**src/rtl/pix_blend_pkg.sv**
```systemverilog
package pix_blend_pkg;
  localparam int PB_LANES = 4;
  localparam int PB_CH_W  = 8;
endpackage

```
**src/rtl/blend_expand.sv**
```systemverilog
module blend_expand
  import pix_blend_pkg::*;
#(
  parameter int LANES = PB_LANES,
  parameter int CH_W  = PB_CH_W
) (
  input  logic                     clk,
  input  logic                     rst_n,
  input  logic                     in_valid,
  input  logic [LANES*CH_W-1:0]    pix_a,
  input  logic [LANES*CH_W-1:0]    pix_b,
  input  logic [LANES*CH_W-1:0]    factor,
  output logic                     v_q,
  output logic [LANES*2*CH_W-1:0]  a_q,
  output logic [LANES*2*CH_W-1:0]  b_q,
  output logic [LANES*2*CH_W-1:0]  fa_q,
  output logic [LANES*2*CH_W-1:0]  fb_q
);
  localparam int LW = 2 * CH_W;
  localparam logic [LW-1:0] ONE = LW'(1) << CH_W;
  localparam logic [CH_W-1:0] FMAX = '1;

  logic [LANES*LW-1:0] a_d, b_d, fa_d, fb_d;
  logic                en;

  assign en = in_valid;

  for (genvar i = 0; i < LANES; i++) begin : g_lane
    logic [LW-1:0] f_w;
    logic [LW-1:0] fe;
    assign f_w = {{(LW-CH_W){1'b0}}, factor[i*CH_W +: CH_W]};
    assign fe  = f_w + (f_w >> (CH_W-1));

    always_comb begin
      a_d[i*LW +: LW]  = {{(LW-CH_W){1'b0}}, pix_a[i*CH_W +: CH_W]};
      b_d[i*LW +: LW]  = {{(LW-CH_W){1'b0}}, pix_b[i*CH_W +: CH_W]};
      fa_d[i*LW +: LW] = fe;
      fb_d[i*LW +: LW] = ONE - fe;
    end


    fac_full_chk: assert property (@(posedge clk) disable iff (!rst_n)
      (in_valid && factor[i*CH_W +: CH_W] == FMAX) |=>
        (fa_q[i*LW +: LW] == ONE && fb_q[i*LW +: LW] == '0));


    fac_zero_chk: assert property (@(posedge clk) disable iff (!rst_n)
      (in_valid && factor[i*CH_W +: CH_W] == '0) |=>
        (fa_q[i*LW +: LW] == '0 && fb_q[i*LW +: LW] == ONE));
  end

  always_ff @(posedge clk or negedge rst_n) begin
    if (!rst_n) begin
      v_q  <= 1'b0;
      a_q  <= '0;
      b_q  <= '0;
      fa_q <= '0;
      fb_q <= '0;
    end else begin
      v_q <= in_valid;
      if (en) begin
        a_q  <= a_d;
        b_q  <= b_d;
        fa_q <= fa_d;
        fb_q <= fb_d;
      end
    end
  end
endmodule

```
**src/rtl/blend_mul.sv**
```systemverilog
module blend_mul
  import pix_blend_pkg::*;
#(
  parameter int LANES = PB_LANES,
  parameter int CH_W  = PB_CH_W
) (
  input  logic                     clk,
  input  logic                     rst_n,
  input  logic                     v_in,
  input  logic [LANES*2*CH_W-1:0]  a_in,
  input  logic [LANES*2*CH_W-1:0]  b_in,
  input  logic [LANES*2*CH_W-1:0]  fa_in,
  input  logic [LANES*2*CH_W-1:0]  fb_in,
  output logic                     v_q,
  output logic [LANES*2*CH_W-1:0]  pa_q,
  output logic [LANES*2*CH_W-1:0]  pb_q
);
  localparam int LW = 2 * CH_W;
  localparam logic [LW-1:0] ONE = LW'(1) << CH_W;

  logic [LANES*LW-1:0] pa_d, pb_d;
  logic                en;

  assign en = v_in;

  for (genvar i = 0; i < LANES; i++) begin : g_lane
    always_comb begin
      pa_d[i*LW +: LW] = a_in[i*LW +: LW] * fa_in[i*LW +: LW];
      pb_d[i*LW +: LW] = b_in[i*LW +: LW] * fb_in[i*LW +: LW];
    end


    fac_range_chk: assert property (@(posedge clk) disable iff (!rst_n)
      v_in |-> (fa_in[i*LW +: LW] <= ONE && fb_in[i*LW +: LW] <= ONE));
  end

  always_ff @(posedge clk or negedge rst_n) begin
    if (!rst_n) begin
      v_q  <= 1'b0;
      pa_q <= '0;
      pb_q <= '0;
    end else begin
      v_q <= v_in;
      if (en) begin
        pa_q <= pa_d;
        pb_q <= pb_d;
      end
    end
  end
endmodule

```
**src/rtl/blend_pack.sv**
```systemverilog
module blend_pack
  import pix_blend_pkg::*;
#(
  parameter int LANES = PB_LANES,
  parameter int CH_W  = PB_CH_W
) (
  input  logic                     clk,
  input  logic                     rst_n,
  input  logic                     v_in,
  input  logic [LANES*2*CH_W-1:0]  pa_in,
  input  logic [LANES*2*CH_W-1:0]  pb_in,
  output logic                     v_q,
  output logic [LANES*CH_W-1:0]    pix_q
);
  localparam int LW = 2 * CH_W;

  logic [LANES*CH_W-1:0] pix_d;
  logic                  en;

  assign en = v_in;

  for (genvar i = 0; i < LANES; i++) begin : g_lane
    logic [LW:0] sum;
    logic [LW:0] sh;
    assign sum = {1'b0, pa_in[i*LW +: LW]} + {1'b0, pb_in[i*LW +: LW]};
    assign sh  = sum >> CH_W;

    always_comb begin
      if (|sh[LW:CH_W]) pix_d[i*CH_W +: CH_W] = '1;
      else              pix_d[i*CH_W +: CH_W] = sh[CH_W-1:0];
    end


    no_overflow_chk: assert property (@(posedge clk) disable iff (!rst_n)
      v_in |-> !sum[LW]);
  end

  always_ff @(posedge clk or negedge rst_n) begin
    if (!rst_n) begin
      v_q   <= 1'b0;
      pix_q <= '0;
    end else begin
      v_q <= v_in;
      if (en) pix_q <= pix_d;
    end
  end


  hold_out_chk: assert property (@(posedge clk) disable iff (!rst_n)
    !v_in |=> $stable(pix_q));
endmodule

```
**src/rtl/pix_blend_top.sv**
```systemverilog
module pix_blend_top
  import pix_blend_pkg::*;
#(
  parameter int LANES = PB_LANES,
  parameter int CH_W  = PB_CH_W
) (
  input  logic                   clk,
  input  logic                   rst_n,
  input  logic                   in_valid,
  input  logic [LANES*CH_W-1:0]  in_pix_a,
  input  logic [LANES*CH_W-1:0]  in_pix_b,
  input  logic [LANES*CH_W-1:0]  in_factor,
  output logic                   out_valid,
  output logic [LANES*CH_W-1:0]  out_pix
);
  localparam int LW = 2 * CH_W;

  logic [1:0] rst_sync_q, rst_sync_d;
  logic       rst_q;
  logic [1:0] age_q, age_d;

  assign rst_sync_d = {rst_sync_q[0], 1'b1};
  assign rst_q      = rst_sync_q[1];

  always_ff @(posedge clk or negedge rst_n) begin
    if (!rst_n) rst_sync_q <= 2'b00;
    else        rst_sync_q <= rst_sync_d;
  end

  logic                v1, v2;
  logic [LANES*LW-1:0] a1, b1, fa1, fb1, pa2, pb2;

  blend_expand #(.LANES(LANES), .CH_W(CH_W)) u_expand (
    .clk(clk), .rst_n(rst_q), .in_valid(in_valid),
    .pix_a(in_pix_a), .pix_b(in_pix_b), .factor(in_factor),
    .v_q(v1), .a_q(a1), .b_q(b1), .fa_q(fa1), .fb_q(fb1)
  );

  blend_mul #(.LANES(LANES), .CH_W(CH_W)) u_mul (
    .clk(clk), .rst_n(rst_q), .v_in(v1),
    .a_in(a1), .b_in(b1), .fa_in(fa1), .fb_in(fb1),
    .v_q(v2), .pa_q(pa2), .pb_q(pb2)
  );

  blend_pack #(.LANES(LANES), .CH_W(CH_W)) u_pack (
    .clk(clk), .rst_n(rst_q), .v_in(v2),
    .pa_in(pa2), .pb_in(pb2),
    .v_q(out_valid), .pix_q(out_pix)
  );

  assign age_d = (age_q == 2'd3) ? age_q : age_q + 2'd1;

  always_ff @(posedge clk or negedge rst_q) begin
    if (!rst_q) age_q <= 2'd0;
    else        age_q <= age_d;
  end


  latency_chk: assert property (@(posedge clk) disable iff (!rst_q)
    (age_q == 2'd3) |-> (out_valid == $past(in_valid, 3)));


  reset_out_chk: assert property (@(posedge clk)
    !rst_q |-> (!out_valid && out_pix == '0));
endmodule

```
**config.mk**
```make
export PLATFORM = sky130hd
export DESIGN_NAME = pix_blend_top
export DESIGN_NICKNAME = d
export VERILOG_FILES = /design/src/rtl/pix_blend_pkg.sv /design/src/rtl/blend_expand.sv /design/src/rtl/blend_mul.sv /design/src/rtl/blend_pack.sv /design/src/rtl/pix_blend_top.sv
export SDC_FILE = /design/constraint.sdc
export NUM_CORES = 2
export LEC_CHECK = 0
export CORE_UTILIZATION = 30
export CTS_CLUSTER_SIZE = 24
export DETAILED_ROUTE_END_ITERATION = 7
export HOLD_SLACK_MARGIN = 0.1
export PLACE_DENSITY = 0.5
export SLEW_MARGIN = 20
export SYNTH_ARGS = -nofsm -noshare
export SYNTH_HDL_FRONTEND = slang
export SYNTH_SLANG_ARGS = --single-unit
```
**constraint.sdc**
```tcl
create_clock -name clk -period 11.5 [get_ports clk]
set_clock_uncertainty 0.1 [all_clocks]
set_input_delay 1.725 -clock clk [delete_from_list [all_inputs] [get_ports clk]]
set_output_delay 1.725 -clock clk [all_outputs]
set_load 0.02 [all_outputs]
```
==> flow_summary.json <==
{
  "dp.cells": 5235,
  "grt_pass1_vias": 25800,
  "clkSinkCount": 325,
  "cp.arrival_ps": 5250,
  "die_x_um": 344,
  "cts_tree": "done",
  "tightest_slew_ps": 978,
  "grt_overflow": 0,
  "hold_class": "reg -> reg",
  "vias_per_cell": 4.61,
  "synth_cell_type_count": 79,
  "status": "finished, final reports clean",
  "path_buf_inv": 3,
  "ys_async_sr_fraction_pct": 100,
  "core_sq_mm": 0.116,
  "port_buffers": 131,
  "synth_edf_count": 0,
  "dr_total_vias": 24500,
  "cp.required_ps": 11900,
  "synth_compound_area_share_pct": 8.77,
  "cpMostUsedCell": "fa_1",
  "critPathSlowestCell": "dfrtp_1",
  "hpwl_um": 65600,
  "clk_path_buf_depth": 3,
  "htree_levels": 2,
  "synth_area_sq_mm": 0.0352,
  "stdcell_count": 5318,
  "maxCapViolCount": 0,
  "yosysSeqAreaShare_pct": 23.1,
  "preCtsSetupSlack_ps": 6630,
  "clock_latency_ps": 630,
  "dr.pass1.iters": 5,
  "cts-buffers-inserted": 46,
  "rsz0062_at_grt": "false",
  "worstPathCellList": "nand2_1, fa_1, fa_1, inv_1, fa_1, inv_1, fa_1, inv_1, ha_1, o21a_1, o31ai_2, a211oi_1, a2111oi_0, o21bai_1, xnor2_1, mux2_2",
  "syn_nets": 4485,
  "wirelength_um": 84700,
  "synth_xor_area_share_pct": 5.09,
  "synth_top_area_share_pct": 23.1,
  "drv_slew": 0,
  "fin_ws_ps": 6640,
  "remaining_drc_errors": 0,
  "crit_family": "adder cells",
  "gp_congestion": 0.789,
  "setup_tns_ps": 0,
  "peakVddDrop_mv": 0.203,
  "rows": 125,
  "multiInputGateArea_sq_mm": 0.0245,
  "synthMuxAreaShare_pct": 5.11,
  "yosys.area.top_type": "dfrtp_1",
  "io_pins": 132,
  "synth_fa_ha_area_share_pct": 34.0,
  "die_area_sq_mm": 0.119,
  "relSlewSlack_pct": 34.8,
  "p_leak_nw": 18.3,
  "fin_nets": 4570,
  "synthSimpleGateAreaFrac_pct": 16.7,
  "path_clk_slew_ps": 70,
  "initial_core_util_pct": 30.3,
  "cp_max_fo": 15,
  "antenna_found_initial": 4,
  "yosysWarnings": 0,
  "finalSetupViolations": 0,
  "grt_pass1_wl_um": 141000,
  "die_y_um": 344,
  "fillers": 11900,
  "final_layout_size_suffix_gt1_share_pct": 7.38,
  "root_buffer": "clkbuf_16",
  "final_util_pct": 34.1,
  "drt_iter0_markers": 1098,
  "fin_crit_ps": 4860,
  "p_per_area_mw_per_mm2": 280,
  "cts_setup_buffers": 0,
  "seq_area_sq_mm": 0.00814,
  "synthToLayoutAreaGrowth_pct": 12.7,
  "ant_nets": 0,
  "max_freq_mhz": 206,
  "synth-seq-cells": 325,
  "synth_area_leaders": "dfrtp_1 23%, fa_1 23%, ha_1 11%",
  "grt_usage_pct": 14.9,
  "yosys_most_used_dff": "dfrtp_1",
  "grt_max_degree": 99,
  "wire_per_inst_um": 15.9,
  "endpoint_kind": "register",
  "post-route-period-util_pct": 42.2,
  "start_kind": "register",
  "postSynthCellCount": 3674,
  "syn_avg_cell_area_sq_um": 9.57,
  "hold_viol": 0,
  "post_cts_resized": 0,
  "slowest_delay_ps": 620,
  "ctsHoldBuffers": 0,
  "critPathKind": "reg -> reg",
  "hold_slack_ps": 248,
  "synth_top_family_by_area": "adder cells"
}
-- report_power, final --
group	internal (mW)	total, mW	leakage (nW)	switching, mW
sequential	1.51	1.88	3.84	0.374
combinational	3.60	7.73	13.7	4.13
clock	0.899	1.50	0.771	0.603
-- placed cells by master (no fill, tap or decap), drive strengths merged, types with 63 or more instances in the layout --
cell type,netlist,final
nor2,179,179
xnor2,151,151
o21ai,105,105
a21oi,141,141
ha,308,308
mux2,157,157
fa,404,404
clkbuf,86,63
dfrtp,325,325
clkdlybuf4s50,0,130
nand2,268,268
inv,570,574
and2,517,517
-- registers in the layout, summed over array words and instances (netlist names) --
signal	count
u_expand.fb_q	64
u_mul.pa_q	64
u_mul.pb_q	64
u_expand.a_q	32
u_expand.b_q	32
u_expand.fa_q	32
u_pack.pix_q	32
rst_sync_q	2
u_expand.v_q	1
u_mul.v_q	1
u_pack.v_q	1
-- through the flow --
step           power (mW)  instance area (sq um)
6_report             11.1                  39600
5_1_grt              12.4                  39600
4_1_cts              11.3                  39600
3_5_place_dp         9.69                  38100
3_3_place_gp         9.66                  38100
2_1_floorplan        7.79                  35200
-- worst register-to-register path, delay by kind of cell, from the launching register on --
kind,cells,cell delay [ps]
AND/OR/NAND/NOR,1,150
adder cells (fa/ha/maj),5,2340
multiplexers,1,270
buffers and inverters,3,140
AO/OA/AOI/OAI,5,970
flip-flops,1,620
XOR/XNOR,1,140
-- cell families (layout without fill, tap and decap cells) --
family,Yosys count,in the layout
AND/OR/NAND/NOR,1127,1127
adder cells (fa/ha/maj),712,712
buffers and inverters,673,792
AO/OA/AOI/OAI,474,474
flip-flops,325,325
XOR/XNOR,202,202
multiplexers,160,160
other,1,2
-- cells in the mapped netlist, drive strengths merged (4+ instances only) --
cell / n
nor2: 179
nand3b: 4
xor2: 51
a21oi: 141
dfrtp: 325
fa: 404
or2: 6
or3: 8
a211oi: 27
nand4: 9
a21o: 37
nor3: 30
buf: 17
clkbuf: 86
nor2b: 19
o31ai: 10
a21boi: 8
a31oi: 36
o21bai: 9
mux2: 157
o2bb2ai: 7
inv: 570
and3: 19
xnor2: 151
a22o: 7
and2: 517
nand2b: 17
o31a: 6
o21a: 35
nand2: 268
ha: 308
o211ai: 12
o21ai: 105
nand3: 42
a211o: 5
-- layer usage --
layer	vias to the layer above	GRT usage (%)	wire, um
met4	4	3.70	1570
li1	11900	-	-
met5	-	0	27
met1	12200	21.0	41800
met3	76	1.92	2620
met2	254	24.3	38700
-- final cells by class --
cell class / count / share of cell area (%)
well taps: 1524 / 4.81
flip-flops and latches: 325 / 20.5
inverters: 570 / 5.40
clock buffers: 62 / 3.34
clock inverters: 20 / 0.622
multi-input cells: 2676 / 61.8
diodes: 1 / 0.00631
repair buffers: 140 / 3.49
-- final timing paths --
path                                   from           endpoint  slack (ps)  cells past startpoint
setup / recovery           u_expand.b_q[50]     u_mul.pb_q[63]        6640                     16
hold / removal                rst_sync_q[0]      rst_sync_q[1]         250                      0
setup reg to reg           u_expand.b_q[50]     u_mul.pb_q[63]        6640                     16
hold reg to reg               rst_sync_q[0]      rst_sync_q[1]         250                      0
max in group asynchronous     rst_sync_q[1]   u_pack.pix_q[18]        8580                      2
min in group asynchronous     rst_sync_q[1]  u_expand.fb_q[26]         340                      0
Note: power is estimated with default switching activity, not from simulation.
